$ cat src/rtl/gpio_grp_pkg.sv
package gpio_grp_pkg;
  localparam int GROUPS = 8;
  localparam int MODE_W = 3;
  localparam int SEL_W  = 4;

  typedef enum logic [2:0] {
    TRIG_OFF   = 3'd0,
    TRIG_HIGH  = 3'd1,
    TRIG_LOW   = 3'd2,
    TRIG_FORCE = 3'd3,
    TRIG_RSVD  = 3'd4,
    TRIG_RISE  = 3'd5,
    TRIG_FALL  = 3'd6,
    TRIG_BOTH  = 3'd7
  } trig_e;

  localparam int ADR_TRIG  = 120;
  localparam int ADR_ROUTE = 124;
  localparam int ADR_MASK  = 128;
  localparam int ADR_ACK   = 132;
  localparam int ADR_STAT  = 140;
endpackage

$ cat src/rtl/gpio_grp_route.sv
module gpio_grp_route #(
  parameter int NUM_PORTS = 4,
  parameter int PORT_W    = 32,
  parameter int GROUP     = 0,
  parameter int SEL_W     = 4
) (
  input  logic [NUM_PORTS*PORT_W-1:0] gpio,
  input  logic [SEL_W-1:0]            sel,
  output logic                        pin
);
  localparam int LANES = PORT_W / 8;

  always_comb begin
    pin = 1'b0;
    for (int p = 0; p < NUM_PORTS; p++) begin
      for (int l = 0; l < LANES; l++) begin
        if (sel == SEL_W'(p * LANES + l))
          pin = gpio[p*PORT_W + l*8 + GROUP];
      end
    end
  end
endmodule

$ cat src/rtl/gpio_grp_detect.sv
module gpio_grp_detect
  import gpio_grp_pkg::*;
(
  input  logic  clk,
  input  logic  rst,
  input  logic  pin_raw,
  input  trig_e mode,
  input  logic  ack,
  output logic  pend
);
  logic sync_a, sync_b, prev;
  logic rise, fall, pend_nx;

  always_ff @(posedge clk) begin
    if (rst) begin
      sync_a <= 1'b0;
      sync_b <= 1'b0;
      prev   <= 1'b0;
    end else begin
      sync_a <= pin_raw;
      sync_b <= sync_a;
      prev   <= sync_b;
    end
  end

  assign rise = sync_b & ~prev;
  assign fall = ~sync_b & prev;

  always_comb begin
    unique case (mode)
      TRIG_HIGH:  pend_nx = sync_b;
      TRIG_LOW:   pend_nx = ~sync_b;
      TRIG_FORCE: pend_nx = 1'b1;
      TRIG_RISE:  pend_nx = rise | (pend & ~ack);
      TRIG_FALL:  pend_nx = fall | (pend & ~ack);
      TRIG_BOTH:  pend_nx = rise | fall | (pend & ~ack);
      default:    pend_nx = 1'b0;
    endcase
  end

  always_ff @(posedge clk) begin
    if (rst) pend <= 1'b0;
    else     pend <= pend_nx;
  end

  // forced mode sets the pending bit on the next edge
  a_r4_force_sets: assert property (@(posedge clk) disable iff (rst)
    (mode == TRIG_FORCE) |=> pend);
  // disabled codes never leave a pending bit
  a_r4_off_clears: assert property (@(posedge clk) disable iff (rst)
    (mode == TRIG_OFF || mode == TRIG_RSVD) |=> !pend);
  // edge request is held without an acknowledge
  a_r5_sticky: assert property (@(posedge clk) disable iff (rst)
    ((mode == TRIG_RISE || mode == TRIG_FALL || mode == TRIG_BOTH) && pend && !ack) |=> pend);
  // a rising edge wins against a coincident acknowledge
  a_r6_edge_beats_ack: assert property (@(posedge clk) disable iff (rst)
    ((mode == TRIG_RISE) && sync_b && !prev) |=> pend);
endmodule

$ cat src/rtl/gpio_grp_regs.sv
module gpio_grp_regs
  import gpio_grp_pkg::*;
#(
  parameter int ADDR_W = 8,
  parameter int DATA_W = 32,
  parameter int NG     = GROUPS
) (
  input  logic                 clk,
  input  logic                 rst,
  input  logic [ADDR_W-1:0]    addr,
  input  logic                 we,
  input  logic [DATA_W-1:0]    wdata,
  input  logic [NG-1:0]        masked,
  output logic [NG*MODE_W-1:0] trig_q,
  output logic [NG*SEL_W-1:0]  route_q,
  output logic [NG-1:0]        mask_q,
  output logic [NG-1:0]        ack,
  output logic [DATA_W-1:0]    rdata
);
  logic hit_trig, hit_route, hit_mask, hit_ack, hit_stat;

  assign hit_trig  = (addr == ADDR_W'(ADR_TRIG));
  assign hit_route = (addr == ADDR_W'(ADR_ROUTE));
  assign hit_mask  = (addr == ADDR_W'(ADR_MASK));
  assign hit_ack   = (addr == ADDR_W'(ADR_ACK));
  assign hit_stat  = (addr == ADDR_W'(ADR_STAT));

  assign ack = (we && hit_ack) ? wdata[NG-1:0] : '0;

  always_ff @(posedge clk) begin
    if (rst) begin
      trig_q  <= '0;
      route_q <= '0;
      mask_q  <= '0;
    end else if (we) begin
      if (hit_trig)  trig_q  <= wdata[NG*MODE_W-1:0];
      if (hit_route) route_q <= wdata[NG*SEL_W-1:0];
      if (hit_mask)  mask_q  <= wdata[NG-1:0];
    end
  end

  always_ff @(posedge clk) begin
    if (rst) rdata <= '0;
    else if (hit_trig)  rdata <= DATA_W'(trig_q);
    else if (hit_route) rdata <= DATA_W'(route_q);
    else if (hit_mask)  rdata <= DATA_W'(mask_q);
    else if (hit_stat)  rdata <= DATA_W'(masked);
    else                rdata <= '0;
  end

  // trigger register holds its value without a write to it
  a_r2_trig_hold: assert property (@(posedge clk) disable iff (rst)
    !(we && hit_trig) |=> $stable(trig_q));
  // reads outside the map return zero
  a_r9_unmapped_zero: assert property (@(posedge clk) disable iff (rst)
    !(hit_trig || hit_route || hit_mask || hit_stat) |=> (rdata == '0));
endmodule

$ cat src/rtl/gpio_grp_irq.sv
module gpio_grp_irq
  import gpio_grp_pkg::*;
#(
  parameter int ADDR_W    = 8,
  parameter int DATA_W    = 32,
  parameter int NUM_PORTS = 4,
  parameter int PORT_W    = 32
) (
  input  logic                        clk,
  input  logic                        rst,
  input  logic [ADDR_W-1:0]           bus_addr,
  input  logic                        bus_we,
  input  logic [DATA_W-1:0]           bus_wdata,
  output logic [DATA_W-1:0]           bus_rdata,
  input  logic [NUM_PORTS*PORT_W-1:0] gpio_in,
  output logic                        irq_out
);
  logic [GROUPS*MODE_W-1:0] trig_q;
  logic [GROUPS*SEL_W-1:0]  route_q;
  logic [GROUPS-1:0]        mask_q, ack, pend, masked;

  gpio_grp_regs #(.ADDR_W(ADDR_W), .DATA_W(DATA_W), .NG(GROUPS)) u_regs (
    .clk(clk), .rst(rst), .addr(bus_addr), .we(bus_we), .wdata(bus_wdata),
    .masked(masked), .trig_q(trig_q), .route_q(route_q), .mask_q(mask_q),
    .ack(ack), .rdata(bus_rdata)
  );

  for (genvar g = 0; g < GROUPS; g++) begin : g_grp
    logic pin;
    gpio_grp_route #(.NUM_PORTS(NUM_PORTS), .PORT_W(PORT_W), .GROUP(g), .SEL_W(SEL_W)) u_route (
      .gpio(gpio_in), .sel(route_q[g*SEL_W +: SEL_W]), .pin(pin)
    );
    gpio_grp_detect u_det (
      .clk(clk), .rst(rst), .pin_raw(pin),
      .mode(trig_e'(trig_q[g*MODE_W +: MODE_W])),
      .ack(ack[g]), .pend(pend[g])
    );
  end

  assign masked = pend & mask_q;

  always_ff @(posedge clk) begin
    if (rst) irq_out <= 1'b0;
    else     irq_out <= |masked;
  end

  // any masked request raises the line one cycle later
  a_r8_irq_rise: assert property (@(posedge clk) disable iff (rst)
    (|masked) |=> irq_out);
  // no masked request keeps the line low one cycle later
  a_r8_irq_quiet: assert property (@(posedge clk) disable iff (rst)
    !(|masked) |=> !irq_out);
  // a masked-off group never drives the line alone
  a_r7_mask_gate: assert property (@(posedge clk) disable iff (rst)
    (mask_q == '0) |=> !irq_out);
endmodule

$ cat config.mk
export PLATFORM = sky130hd
export DESIGN_NAME = gpio_grp_irq
export DESIGN_NICKNAME = d
export VERILOG_FILES = /design/src/rtl/gpio_grp_pkg.sv /design/src/rtl/gpio_grp_route.sv /design/src/rtl/gpio_grp_detect.sv /design/src/rtl/gpio_grp_regs.sv /design/src/rtl/gpio_grp_irq.sv
export SDC_FILE = /design/constraint.sdc
export NUM_CORES = 1
export LEC_CHECK = 0
export ABC_CLOCK_PERIOD_IN_PS = 2500
export BUFFER_PORTS_ARGS = -buffer_cell sky130_fd_sc_hd__buf_2
export CAP_MARGIN = 20
export CORE_ASPECT_RATIO = 0.9
export CORE_UTILIZATION = 51
export CTS_CLUSTER_SIZE = 12
export DETAILED_ROUTE_END_ITERATION = 10
export GPL_ROUTABILITY_DRIVEN = 0
export HOLD_SLACK_MARGIN = 0.03
export PLACE_DENSITY = 0.9
export SYNTH_ARGS = -nofsm -noshare
export SYNTH_HDL_FRONTEND = slang
export SYNTH_SLANG_ARGS = --single-unit
$ cat constraint.sdc
create_clock -name clk -period 2.5 [get_ports clk]
set_clock_uncertainty 0.15 [all_clocks]
set_input_delay 0.125 -clock clk [delete_from_list [all_inputs] [get_ports clk]]
set_output_delay 0.125 -clock clk [all_outputs]
set_load 0.05 [all_outputs]
==> reports/results.ini <==
[sta]
relSlewSlack_pct = 56.7
tightestPinTransition_ns = 0.644
finalSetupTns_ns = 0
final-hold-violation-count = 0
min_period_ns = 2.19
maxSlewViolCount = 0
period_share_pct = 87.4
setup_viol = 0
rsz0062_at_grt = false
max_freq_mhz = 458

[synthesis]
synth_mux_area_share_pct = 18.2
ys_ff_latch = 129
synthSimpleGateAreaFrac_pct = 18.5
yosysWarningCount = 0
synth_fa_ha_area_share_pct = 3.14
synth_top_family_by_area = simple AND/OR/NAND/NOR gates
yosysTopAreaCellShare_pct = 40.5
synth_area_um2 = 6370
syn_inst = 672
synth_compound_area_share_pct = 15.1
synth_area_leader_cell = dfxtp_1
ys.flop_type = dfxtp_1
synth-edff-count = 0
synth_xor_area_share_pct = 0
syn_area_per_cell_um2 = 9.48
synth.most_common_cell = dfxtp_1
ys_top_cells_by_area = dfxtp_1, mux2i_1, nor2_1
synth.distinct_cells = 54
synthTopCellsByCount = dfxtp_1, mux2i_1, nor2_1
async_flop_share_pct = 0
syn_nets = 859
ys_seq_area_share_pct = 40.5

[critical_path]
endpoint_kind = register
slowest_stage = dlygate4sd3_1
critPathKind = reg2reg
cp.arrival_ns = 2.33
worst_setup_path_start_kind = register
cp.required_ns = 2.64
critPathMaxFanout = 3
cp_cell_sequence = mux4_2 -> nor2b_1 -> a211oi_1 -> a311oi_1 -> dlygate4sd3_1
cp_slowest_stage_delay_ns = 0.57

[global_route]
grt_pass1_wl_um = 28500
grt-ovfl-total = 0
grt_use_total_pct = 28.0
antenna_found_initial = 0
grt_pass1_vias = 6005
grt_max_degree = 77

[run_status]
outcome = complete, no violations

[cts]
htreeDepth = 4
clk_latency_ns = 0.41
cts_tree = yes
cts.sinks = 129
cts-root-buf = clkbuf_16
post_cts_resized = 0
numCtsBuffers = 17
cts.clk_slew.worst_paths_ns = 0.06
ctsLongestPathBuffers = 2

[final_layout]
nNetsFinal = 1092
layout-drive-gt1-share_pct = 29.4
fill_cells = 870
diodes = 0
layout.cells.non_filler = 1078
syn2layout_area_growth_pct = 34.4

[die]
coreArea_um2 = 12100
die_w_um = 120
dieHeight_um = 108
io_pins = 204
dieArea_um2 = 12900
initial_utilization_pct = 52.5
rows = 38

[drt]
vias_per_cell = 5.64
drc = 0
first_pass_iters = 4
drt_iter0_markers = 293
wl_um = 17600
ant_nets = 0
avgRoutedWirePerCell_um = 16.3
vias = 6084

[power]
power_density_nw_per_um2 = 568
p_seq_share_pct = 42.9
switching_share_pct = 21.5
peakVddDrop_uv = 480
clockPowerShare_pct = 49.8
combPwrFrac_pct = 7.3
p_int_w = 0.00382
leakagePower_nw = 3.38
switchingPower_w = 0.00105

[placed_design]
dp_hpwl_um = 11600
dp_cells = 1002
portBuffers = 203

[run]
drv_cap = 0

[hold_path]
hold_path_class = in2reg

routing by layer:
layer / global-route usage, % / vias to the layer above / routed length [um]
met5: 0 / - / 0
met4: 11.6 / 0 / 489
met3: 6.38 / 47 / 1230
met2: 49.4 / 293 / 8750
met1: 32.9 / 2844 / 7130
li1: - / 2900 / -
placed cells by master (no fill, tap or decap), types with 17 or more instances in the layout:
master,count
buf_2,202
clkbuf_16,17
dfxtp_1,129
dlygate4sd3_1,44
inv_1,22
mux2i_1,89
nand2_1,24
nor2_1,88
nor2b_1,18
nor3_1,25
o21ai_0,27
power groups by stage:
stage	Sequential, W	Clock, W	Combinational [W]
4_1_cts	0.00209	0.00244	0.000347
6_report	0.00209	0.00242	0.000353
2_1_floorplan	0.00213	0	0.000117
3_3_place_gp	0.00213	0	0.000284
5_1_grt	0.00209	0.00255	0.000382
3_5_place_dp	0.00213	0	0.000293
kinds of logic after synthesis:
family / Yosys count
AND/OR/NAND/NOR: 225
buffers and inverters: 68
multiplexers: 102
adder cells (fa/ha/maj): 16
AO/OA/AOI/OAI: 132
flip-flops: 129
stage by stage:
stage	hold slack [ns]	utilization (%)	area, um^2	power, W	setup slack [ns]
5_1_grt	0.0874	70.6	8560	0.00502	0.261
4_1_cts	0.0328	70.6	8560	0.00488	0.333
3_5_place_dp	0.227	62.2	7540	0.00242	0.450
3_3_place_gp	0.209	62.2	7540	0.00241	0.488
6_report	0.0424	70.6	8560	0.00486	0.315
2_1_floorplan	0.122	-	6370	0.00224	0.549
layout make-up:
type / instances / area [um^2] / area share [%]
clock buffer: 23 / 478 / 5.58
tap: 160 / 200 / 2.34
timing repair buffer: 260 / 1580 / 18.5
sequential: 129 / 2580 / 30.2
clock inverter: 9 / 106 / 1.24
multi-input combinational: 475 / 3530 / 41.2
inverter: 22 / 82.6 / 0.965
repair_timing:
| item | CTS | global route |
|---|---|---|
| buffers inserted | 0 | 0 |
| endpoints found under the hold margin | 82 | 0 |
| hold buffers | 44 | 0 |
worst max-delay path: cells and delay by family (launching register included):
family,cells,cell delay (ns)
buffers and inverters,1,0.57
muxes,1,0.51
DFF,1,0.40
AOI/OAI and AO/OA,2,0.30
and+or+nand+nor,1,0.14
state kept, by name, indices dropped and copies added, names as in the netlist:
signal	flops
g_grp.u_det.pend	8
g_grp.u_det.prev	8
g_grp.u_det.sync_a	8
g_grp.u_det.sync_b	8
irq_out	1
u_regs.mask_q	8
u_regs.rdata	32
u_regs.route_q	32
u_regs.trig_q	24
worst paths after layout:
| kind | start | to | slack (ns) | cells past startpoint |
|---|---|---|---|---|
| worst max-delay path | u_regs.route_q[1] | g_grp[0].u_det.sync_a | 0.31 | 5 |
| worst min-delay path | gpio_in[114] | g_grp[2].u_det.sync_a | 0.04 | 4 |
| worst max register to register | u_regs.route_q[1] | g_grp[0].u_det.sync_a | 0.31 | 5 |
| worst min register to register | g_grp[6].u_det.sync_a | g_grp[6].u_det.sync_b | 0.29 | 1 |
Power figures use the tool's default switching activity.
